## src/rtl/mem_bank_pkg.sv

```systemverilog
package mem_bank_pkg;
  typedef struct packed {
    logic cs;
    logic oe;
    logic we;
  } chip_ctrl_t;
endpackage

```

## src/rtl/bank_row_decoder.sv

```systemverilog
module bank_row_decoder #(
  parameter int ROW_BITS = 2,
  localparam int ROWS    = 1 << ROW_BITS,
  localparam int IDX_W   = (ROW_BITS > 0) ? ROW_BITS : 1
) (
  input  logic             clk_i,
  input  logic             rst_ni,
  input  logic             en_i,
  input  logic [IDX_W-1:0] row_i,
  output logic [ROWS-1:0]  sel_o
);
  generate
    if (ROW_BITS == 0) begin : g_single
      logic unused_row;
      assign unused_row = ^row_i;
      assign sel_o = en_i;
    end else begin : g_decode
      always_comb begin
        sel_o = '0;
        for (int r = 0; r < ROWS; r++)
          if (en_i && (row_i == IDX_W'(r))) sel_o[r] = 1'b1;
      end
    end
  endgenerate

  AST_SEL_ONEHOT: assert property (@(posedge clk_i) disable iff (!rst_ni)
    en_i |-> $countones(sel_o) == 1) else $error("row select not one-hot");
  AST_SEL_IDLE: assert property (@(posedge clk_i) disable iff (!rst_ni)
    !en_i |-> sel_o == '0) else $error("row select without strobe");
endmodule

```

## src/rtl/bank_chip.sv

```systemverilog
module bank_chip
  import mem_bank_pkg::*;
#(
  parameter int AW = 6,
  parameter int DW = 8,
  localparam int DEPTH = 1 << AW
) (
  input  logic          clk_i,
  input  logic          rst_ni,
  input  chip_ctrl_t    ctrl_i,
  input  logic [AW-1:0] addr_i,
  input  logic [DW-1:0] wdata_i,
  output logic [DW-1:0] rdata_o
);
  logic [DW-1:0] mem_q [DEPTH];

  always_ff @(posedge clk_i) begin
    if (ctrl_i.cs && ctrl_i.we && !ctrl_i.oe) mem_q[addr_i] <= wdata_i;
  end

  // gated output stands in for a released bus
  assign rdata_o = (ctrl_i.cs && ctrl_i.oe && !ctrl_i.we) ? mem_q[addr_i] : '0;

  AST_NO_OE_WE: assert property (@(posedge clk_i) disable iff (!rst_ni)
    ctrl_i.cs |-> !(ctrl_i.oe && ctrl_i.we)) else $error("oe and we both high");
  AST_WRITE_LANDS: assert property (@(posedge clk_i) disable iff (!rst_ni)
    (ctrl_i.cs && ctrl_i.we) |=> mem_q[$past(addr_i)] == $past(wdata_i))
    else $error("write lost");
endmodule

```

## src/rtl/mem_bank.sv

```systemverilog
module mem_bank
  import mem_bank_pkg::*;
#(
  parameter int ADDR_W  = 8,
  parameter int DATA_W  = 16,
  parameter int CHIP_AW = 6,
  parameter int LANE_W  = 8,
  localparam int ROW_BITS = ADDR_W - CHIP_AW,
  localparam int ROWS     = 1 << ROW_BITS,
  localparam int LANES    = DATA_W / LANE_W,
  localparam int IDX_W    = (ROW_BITS > 0) ? ROW_BITS : 1
) (
  input  logic              clk_i,
  input  logic              rst_ni,
  input  logic [ADDR_W-1:0] addr_i,
  input  logic [DATA_W-1:0] wdata_i,
  input  logic              rw_i,
  input  logic              as_i,
  output logic [DATA_W-1:0] rdata_o,
  output logic [ROWS-1:0]   row_sel_o
);
  generate
    if (ADDR_W < CHIP_AW || (DATA_W % LANE_W) != 0) begin : g_bad_cfg
      $error("mem_bank: need ADDR_W >= CHIP_AW and DATA_W a multiple of LANE_W");
    end
  endgenerate

  logic [IDX_W-1:0]   row_idx;
  logic [CHIP_AW-1:0] chip_addr;
  logic [LANE_W-1:0]  lane_rd [ROWS][LANES];

  assign chip_addr = addr_i[CHIP_AW-1:0];

  generate
    if (ROW_BITS > 0) begin : g_row_idx
      assign row_idx = addr_i[ADDR_W-1:CHIP_AW];
    end else begin : g_no_row_idx
      assign row_idx = '0;
    end
  endgenerate

  bank_row_decoder #(.ROW_BITS(ROW_BITS)) u_dec (
    .clk_i (clk_i),
    .rst_ni(rst_ni),
    .en_i  (as_i),
    .row_i (row_idx),
    .sel_o (row_sel_o)
  );

  generate
    for (genvar r = 0; r < ROWS; r++) begin : g_row
      chip_ctrl_t row_ctrl;
      assign row_ctrl.cs = row_sel_o[r];
      assign row_ctrl.oe = rw_i;
      assign row_ctrl.we = ~rw_i;
      for (genvar k = 0; k < LANES; k++) begin : g_lane
        bank_chip #(.AW(CHIP_AW), .DW(LANE_W)) u_chip (
          .clk_i  (clk_i),
          .rst_ni (rst_ni),
          .ctrl_i (row_ctrl),
          .addr_i (chip_addr),
          .wdata_i(wdata_i[k*LANE_W +: LANE_W]),
          .rdata_o(lane_rd[r][k])
        );
      end
    end
  endgenerate

  // unselected chips drive zero, so OR across rows is the row mux
  always_comb begin
    rdata_o = '0;
    for (int r = 0; r < ROWS; r++)
      for (int k = 0; k < LANES; k++)
        rdata_o[k*LANE_W +: LANE_W] = rdata_o[k*LANE_W +: LANE_W] | lane_rd[r][k];
  end

  AST_RD_IDLE_ZERO: assert property (@(posedge clk_i) disable iff (!rst_ni)
    !as_i |-> rdata_o == '0) else $error("read data without strobe");
  AST_RD_ON_WRITE_ZERO: assert property (@(posedge clk_i) disable iff (!rst_ni)
    (as_i && !rw_i) |-> rdata_o == '0) else $error("read data during write");
endmodule

```

## config.mk

```make
export PLATFORM = sky130hd
export DESIGN_NAME = mem_bank
export DESIGN_NICKNAME = d
export VERILOG_FILES = /design/src/rtl/mem_bank_pkg.sv /design/src/rtl/bank_row_decoder.sv /design/src/rtl/bank_chip.sv /design/src/rtl/mem_bank.sv
export SDC_FILE = /design/constraint.sdc
export NUM_CORES = 2
export LEC_CHECK = 0
export BUFFER_PORTS_ARGS = -buffer_cell sky130_fd_sc_hd__buf_2
export CORE_UTILIZATION = 44
export DETAILED_ROUTE_END_ITERATION = 6
export HOLD_SLACK_MARGIN = 0.12
export PLACE_DENSITY_LB_ADDON = 0.05
export SLEW_MARGIN = 20
export SYNTH_ARGS = -nofsm -noshare
export SYNTH_HDL_FRONTEND = slang
export SYNTH_SLANG_ARGS = --single-unit
```

## constraint.sdc

```tcl
create_clock -name clk_i -period 5.7 [get_ports clk_i]
set_clock_uncertainty 0.05 [all_clocks]
set_input_delay 1.14 -clock clk_i [delete_from_list [all_inputs] [get_ports clk_i]]
set_output_delay 1.14 -clock clk_i [all_outputs]
set_load 0.1 [all_outputs]
```

======== Word-level counts from Yosys, hierarchy flattened ========
Memory sizes are Yosys's and may differ from the RTL's.
Index checks and enable logic that the tools add are counted.
storage, ports and cells
  input bits .............................. 28
  output and inout port bits .............. 20
  bits in writable memories ............... 4,096
  bits in registers ....................... 0
  logic and storage cells ................. 60
  memories kept ........................... 8
operators by class
  bitwise logic cells ..................... 7
  reductions and logical operators ........ 22
  equal/unequal tests ..................... 3
  multiplexer cells ....................... 20
memories
  name                             depth  width  rd ports  clocked after Yosys merged registers in  wr ports  line             text
  g_row[0].g_lane[0].u_chip.mem_q  64     8      1         0                                        1         bank_chip.sv:15  logic [DW-1:0] mem_q [DEPTH];
  g_row[0].g_lane[1].u_chip.mem_q  64     8      1         0                                        1         bank_chip.sv:15
  g_row[1].g_lane[0].u_chip.mem_q  64     8      1         0                                        1         bank_chip.sv:15
  g_row[1].g_lane[1].u_chip.mem_q  64     8      1         0                                        1         bank_chip.sv:15
  g_row[2].g_lane[0].u_chip.mem_q  64     8      1         0                                        1         bank_chip.sv:15
  g_row[2].g_lane[1].u_chip.mem_q  64     8      1         0                                        1         bank_chip.sv:15
  2 more memories                  --     --     --        --                                       --        --
operator list
  operator                                                          count
  8-bit 2-to-1 mux                                                  8
  8-bit OR                                                          6
  1-bit logical AND                                                 20
  1-bit 2-to-1 mux                                                  12
  2-bit == test (second input constant)                             2
  2-bit by 1-bit == test with 1-bit output (second input constant)  1
  2-bit zero test                                                   1
  1-bit zero test                                                   1
  1-bit inverter                                                    1

======== Depth between registers and ports, before layout ========
  depth in word-level cells ............... 9
  mapped depth ............................ 12
  depth with buffers taken out ............ 7

======== Cells and area by module ========
From an unflattened synthesis, not the netlist that was laid out.
unflattened totals
  cells, all modules ...................... 9,437
  area, all modules ....................... 161,636.3 um2
by module, submodules not included
  module            seq. area each (um2)  cells an instance  times used  area each (um2)
  bank_chip         15,374.7              1,177              8           20,184.4
  mem_bank          0.0                   17                 1           123.9
  bank_row_decoder  0.0                   4                  1           37.5

======== Worst setup path before layout ========
OpenSTA, ideal clock, no wires.
  path type ............................... input to output
  start ................................... input port addr_i[6]
  end ..................................... output port rdata_o[0]
  buffers on the path ..................... 1
  required time ........................... 4,510 ps
  cell stages on the path ................. 6
  slack ................................... 402 ps
  data arrival time ....................... 4,108 ps
  cell sequence ........................... nand2_1 nor2_1 nand2_1 clkbuf_1 a41o_1 nand4_1
between the ends
  longest elaborated chain between the ends .. 9
  elaborated cells between the ends (all ways) .. 27
  those cells by class .................... eq/ne (3); mux (8); bitwise (3); reduce/logical (13)
RTL lines
  element                                   line                    text
  from (decl)                               mem_bank.sv:15          input logic [ADDR_W-1:0] addr_i,
  2-bit by 1-bit == test with 1-bit output  bank_row_decoder.sv:21  if (en_i && (row_i == IDX_W'(r))) sel_o[r] = 1'b1;
  1-bit logical AND                         bank_row_decoder.sv:21
  1-bit 2-to-1 mux                          bank_row_decoder.sv:21
  net row_sel_o[1]                          mem_bank.sv:20          output logic [ROWS-1:0] row_sel_o
  1-bit logical AND (2 in a row)            bank_chip.sv:22         assign rdata_o = (ctrl_i.cs && ctrl_i.oe && !ctrl_i.we) ? mem_q[addr_i] : '0;
  8-bit 2-to-1 mux                          bank_chip.sv:22
  8-bit OR (3 in a row)                     mem_bank.sv:74          rdata_o[k*LANE_W +: LANE_W] = rdata_o[k*LANE_W +: LANE_W] | lane_rd[r][k];
  to (decl)                                 mem_bank.sv:19          output logic [DATA_W-1:0] rdata_o,
The timed path passes the listed nets, and every way through them passes these cells.

======== Final worst setup path ========
  start ................................... input port addr_i[1]
  end ..................................... output port rdata_o[6]
between the ends
  longest elaborated chain between the ends .. 5
  elaborated cells between the ends (all ways) .. 11
  those cells by class .................... mux (4); bitwise (3); memory (4)
RTL lines
  element                line
  memory 64 x 8 bit      --
  8-bit 2-to-1 mux       bank_chip.sv:22
  8-bit OR (2 in a row)  mem_bank.sv:74
  8-bit OR (*)           mem_bank.sv:74
Every way passes the cells marked *; elsewhere a longest branch is shown, timed or not.

==> results.py <==
metrics = {
    "placement": {
        "placed_cells_incl_taps": 13400,
        "dpl-instance-area_mm2": 0.168,
        "io_buffers": 46,
        "finalWeightedCongestion": 0.962,
        "place_hpwl_um": 300000,
    },
    "die": {
        "die_area_mm2": 0.355,
        "ioPinCount": 48,
        "placement_rows": 217,
        "initial_core_util_pct": 44.3,
        "dieWidth_um": 596,
        "die-height_um": 596,
        "core-area_mm2": 0.350,
    },
    "routing": {
        "final_wirelength_um": 486000,
        "drt_iter0_markers": 10900,
        "routed_via_count_divided_by_cell_count": 6.14,
        "num_vias": 87000,
        "drt_pass1_iterations": 7,
        "drcViolationCount": 1,
        "wire_per_inst_um": 34.3,
        "postRouteAntennaNets": 0,
    },
    "worst_setup_path": {
        "buf_inv_stages_crit_path": 6,
        "critPathTopFamily": "buffers and inverters",
        "timing.critical_path.to": "rdata_o[6]",
        "worst_ep_arrival_time_ns": 4.60,
        "crit_path_max_incr_delay_ns": 0.46,
        "worst_setup_path_startpoint": "addr_i[1]",
        "path_cells": "buf_16 -> and3b_4 -> buf_12 -> buf_12 -> buf_4 -> a22o_1 -> a221oi_1 -> a31oi_1 -> nor3_2 -> a21oi_1 -> nand4b_1 -> buf_4 -> buf_12",
        "timing_worst_setup_path_type": "input pin to output pin",
        "endpoint_class_of_the_critical_path": "output pin",
        "crit_path_top_delay_cell": "sky130_fd_sc_hd__nand4b_1",
        "critical_path.max_fanout": 21,
        "timing.critical_path.depth": 13,
        "setup.worst_path.start_class": "input pin",
        "worstPathRequired_ns": 4.51,
        "crit_top_cell": "sky130_fd_sc_hd__buf_12",
    },
    "yosys": {
        "yosys_register_bits": 4096,
        "synth-simple-area-share_pct": 2.35,
        "synth-compound-area-share_pct": 9.85,
        "synth_top_flop_cell": "sky130_fd_sc_hd__edfxtp_1",
        "synthMuxAreaShare_pct": 6.64,
        "synth_fp_nets": 8434,
        "seq_area_frac_synth_pct": 79.3,
        "synth_enable_flop_cells": 4096,
        "main_combinational_cell_family_by_area_after_synthesis": "compound AO/OA/AOI/OAI gates",
        "syn_inst": 8406,
        "yosys.area_share.xor_xnor_pct": 0,
        "mappedNetlistArea_mm2": 0.155,
        "synth_cell_types": 62,
        "ys_async_sr_fraction_pct": 0,
        "adder_and_majority_cell_fraction_of_the_synthesized_area_pct": 0,
        "postSynthAreaPerCell_um2": 18.5,
        "synthesis.yosys.warnings": 0,
    },
    "final_layout": {
        "layout.core_utilization_pct": 51.9,
        "register_with_the_most_flip_flops": "g_row.g_lane.u_chip.mem_q",
        "share_of_cells_above_drive_strength_1_pct": 22.0,
        "layout_commonest_cell": "sky130_fd_sc_hd__edfxtp_1",
        "layout.nets": 9236,
        "highest_count_cells_in_the_layout_ignoring_fill_and_taps": "sky130_fd_sc_hd__edfxtp_1, sky130_fd_sc_hd__buf_4, sky130_fd_sc_hd__a22oi_1",
        "syn_to_final_growth_pct": 17.1,
        "finished_layout_cell_area_mm2": 0.182,
        "flip_flop_count_of_the_largest_register_after_layout": 4096,
        "layoutNonFillerInstCount": 14200,
        "final.fill_count": 28100,
        "biggestRegsByFlops": "g_row.g_lane.u_chip.mem_q: 4096 flops",
    },
    "sta": {
        "worst_slack_setup_final_ns": -0.0859,
        "max_clock_freq_mhz": 173,
        "slew_violations": 0,
        "finalCriticalPeriod_ns": 5.79,
        "slew_headroom_pct": 25.4,
        "setup_repair_after_global_routing_missed_its_margin": "true",
        "final.setup.tns_ns": -0.134,
        "hold_viol": 0,
        "post-route-period-util_pct": 102,
        "max_slew.worst_pin.slew_ns": 1.12,
        "timing.hold.ws_ns": 0.499,
        "setup_violating_endpoint_count_in_the_final_report": 2,
    },
    "cts": {
        "max-clock-path-buffers": 4,
        "cts_hold_buf": 0,
        "cts_htree_levels": 5,
        "clk_transition_reported_paths_ns": 0.06,
        "cts_made_buffers": 434,
        "clock-root-buffer": "sky130_fd_sc_hd__clkbuf_16",
        "cts_tree": "yes",
        "cts_sinks": 4096,
    },
    "power_and_ir_drop": {
        "worst_ir_drop_vdd_uv": 284,
        "share_comb_of_total_power_pct": 5.5,
        "power.sequential.fraction_pct": 52.1,
        "static-leakage-power_uw": 0.0580,
        "clock_power_share_pct": 42.4,
        "p_per_area_mw_per_mm2": 351,
        "intPower_uw": 49700,
        "switching_share_pct": 22.0,
        "power_switching_uw": 14000,
    },
    "global_route": {
        "largest_net_degree_at_the_start_of_global_routing": 142,
        "track_usage_pct": 26.9,
        "globalRouteOverflowTotal": 0,
        "global_route_wire_length_before_repair_um": 673000,
        "number_of_antenna_violations_at_the_first_check_in_global_routing": 22,
        "grt.met3_usage_pct": 4.21,
        "grt_util_met2_pct": 41.5,
        "grt.met1_usage_pct": 39.2,
        "grt_pass1_vias": 85100,
        "grt_max_usage_layer": "met2",
    },
    "status": {
        "outcome": "finished with violations",
        "failing_checks": "DRC, setup timing",
    },
    "hold_path": {
        "hold_path.class": "input pin to flip-flop",
    },
    "run": {
        "max_cap_violations": 0,
    },
}
-- cells by family (layout without fill, tap and decap cells) --
kind of cell | Yosys count | count (layout)
simple gates | 818 | 818
compound gates | 2107 | 2107
flops | 4096 | 4096
other cells | 0 | 9
buf+inv | 595 | 1754
mux | 790 | 790
-- layout make-up --
type                            count  area [um2]  area share (%)
Antenna cell                        9        22.5          0.0124
Clock buffer                      550       11500            6.31
Clock inverter                    243        1970            1.09
Inverter                            4        16.3         0.00896
Multi-Input combinational cell   3715       30000            16.5
Sequential cell                  4096      123000            67.7
Tap cell                         4599        5750            3.17
Timing Repair Buffer              957        9410            5.18
-- worst min-delay path by stage --
stage	startpoint	end	slack, ns	depth (start not counted)
after CTS	wdata_i[12]	g_row[0].g_lane[1].u_chip.mem_q[18][4]	0.43	1
after global placement	wdata_i[12]	g_row[0].g_lane[1].u_chip.mem_q[41][4]	1.49	1
after detailed placement	wdata_i[12]	g_row[0].g_lane[1].u_chip.mem_q[41][4]	1.50	1
after global routing	wdata_i[12]	g_row[0].g_lane[1].u_chip.mem_q[18][4]	0.48	1
after floorplan	wdata_i[0]	g_row[0].g_lane[0].u_chip.mem_q[0][0]	1.19	0
final	wdata_i[12]	g_row[0].g_lane[1].u_chip.mem_q[18][4]	0.50	1
-- Yosys cell counts, types with 8 or more instances --
cell type,instances,area [um2]
sky130_fd_sc_hd__edfxtp_1,4096,123000
sky130_fd_sc_hd__a22oi_1,609,4570
sky130_fd_sc_hd__mux2i_1,472,4720
sky130_fd_sc_hd__nor2_1,369,1390
sky130_fd_sc_hd__a21oi_1,322,1610
sky130_fd_sc_hd__buf_2,226,1130
sky130_fd_sc_hd__nand2_1,225,845
sky130_fd_sc_hd__clkbuf_1,224,841
sky130_fd_sc_hd__a221oi_1,191,1670
sky130_fd_sc_hd__o21ai_0,183,916
sky130_fd_sc_hd__mux4_2,177,3990
sky130_fd_sc_hd__mux2_2,141,1590
sky130_fd_sc_hd__a22o_1,118,1030
sky130_fd_sc_hd__a31oi_1,116,726
sky130_fd_sc_hd__o211ai_1,114,856
sky130_fd_sc_hd__a222oi_1,112,1120
sky130_fd_sc_hd__o22ai_1,98,613
sky130_fd_sc_hd__nand3_1,64,320
sky130_fd_sc_hd__nand4_1,62,388
sky130_fd_sc_hd__buf_1,61,229
sky130_fd_sc_hd__buf_4,59,443
sky130_fd_sc_hd__o221ai_1,48,420
sky130_fd_sc_hd__a211o_1,28,245
sky130_fd_sc_hd__nand3b_1,27,203
sky130_fd_sc_hd__a41o_1,24,240
sky130_fd_sc_hd__o22a_1,24,210
sky130_fd_sc_hd__buf_6,21,236
sky130_fd_sc_hd__a211oi_1,18,135
sky130_fd_sc_hd__nor3b_1,18,135
sky130_fd_sc_hd__a2bb2oi_1,15,131
sky130_fd_sc_hd__o31ai_1,15,113
sky130_fd_sc_hd__a221o_1,13,130
sky130_fd_sc_hd__a31o_2,13,114
sky130_fd_sc_hd__a32oi_1,12,105
sky130_fd_sc_hd__a41oi_1,9,78.8
sky130_fd_sc_hd__o311ai_1,8,70.1
-- power groups by stage --
stage | combinational [uW] | clock (uW) | sequential [uW]
6_report | 3530 | 27000 | 33200
5_1_grt | 3690 | 28500 | 33200
4_1_cts | 3500 | 27400 | 33200
3_5_place_dp | 3450 | 0 | 33800
3_3_place_gp | 3420 | 0 | 33800
2_1_floorplan | 1470 | 0 | 33800
-- timing repair --
action                                  4_1_cts  5_1_grt
buffers inserted                              2        8
endpoints found under the setup margin       11       12
pin swaps                                     5        3
resized for setup                            39       25
cloned                                        4        1
-- per-layer routing --
layer	vias to the layer above	share of wire, %
met5	-	0.0064
met4	4	3.6
met3	648	7.3
met2	3439	46
met1	46200	43
li1	36700	-
-- stage by stage --
step	total power (uW)	worst slack (ns)
6_report	63700	-0.0859
5_1_grt	65400	-0.0279
2_1_floorplan	35300	0.402
3_5_place_dp	37300	-0.662
3_3_place_gp	37200	-0.698
4_1_cts	64100	0.000949
Power figures use the tool's default switching activity.
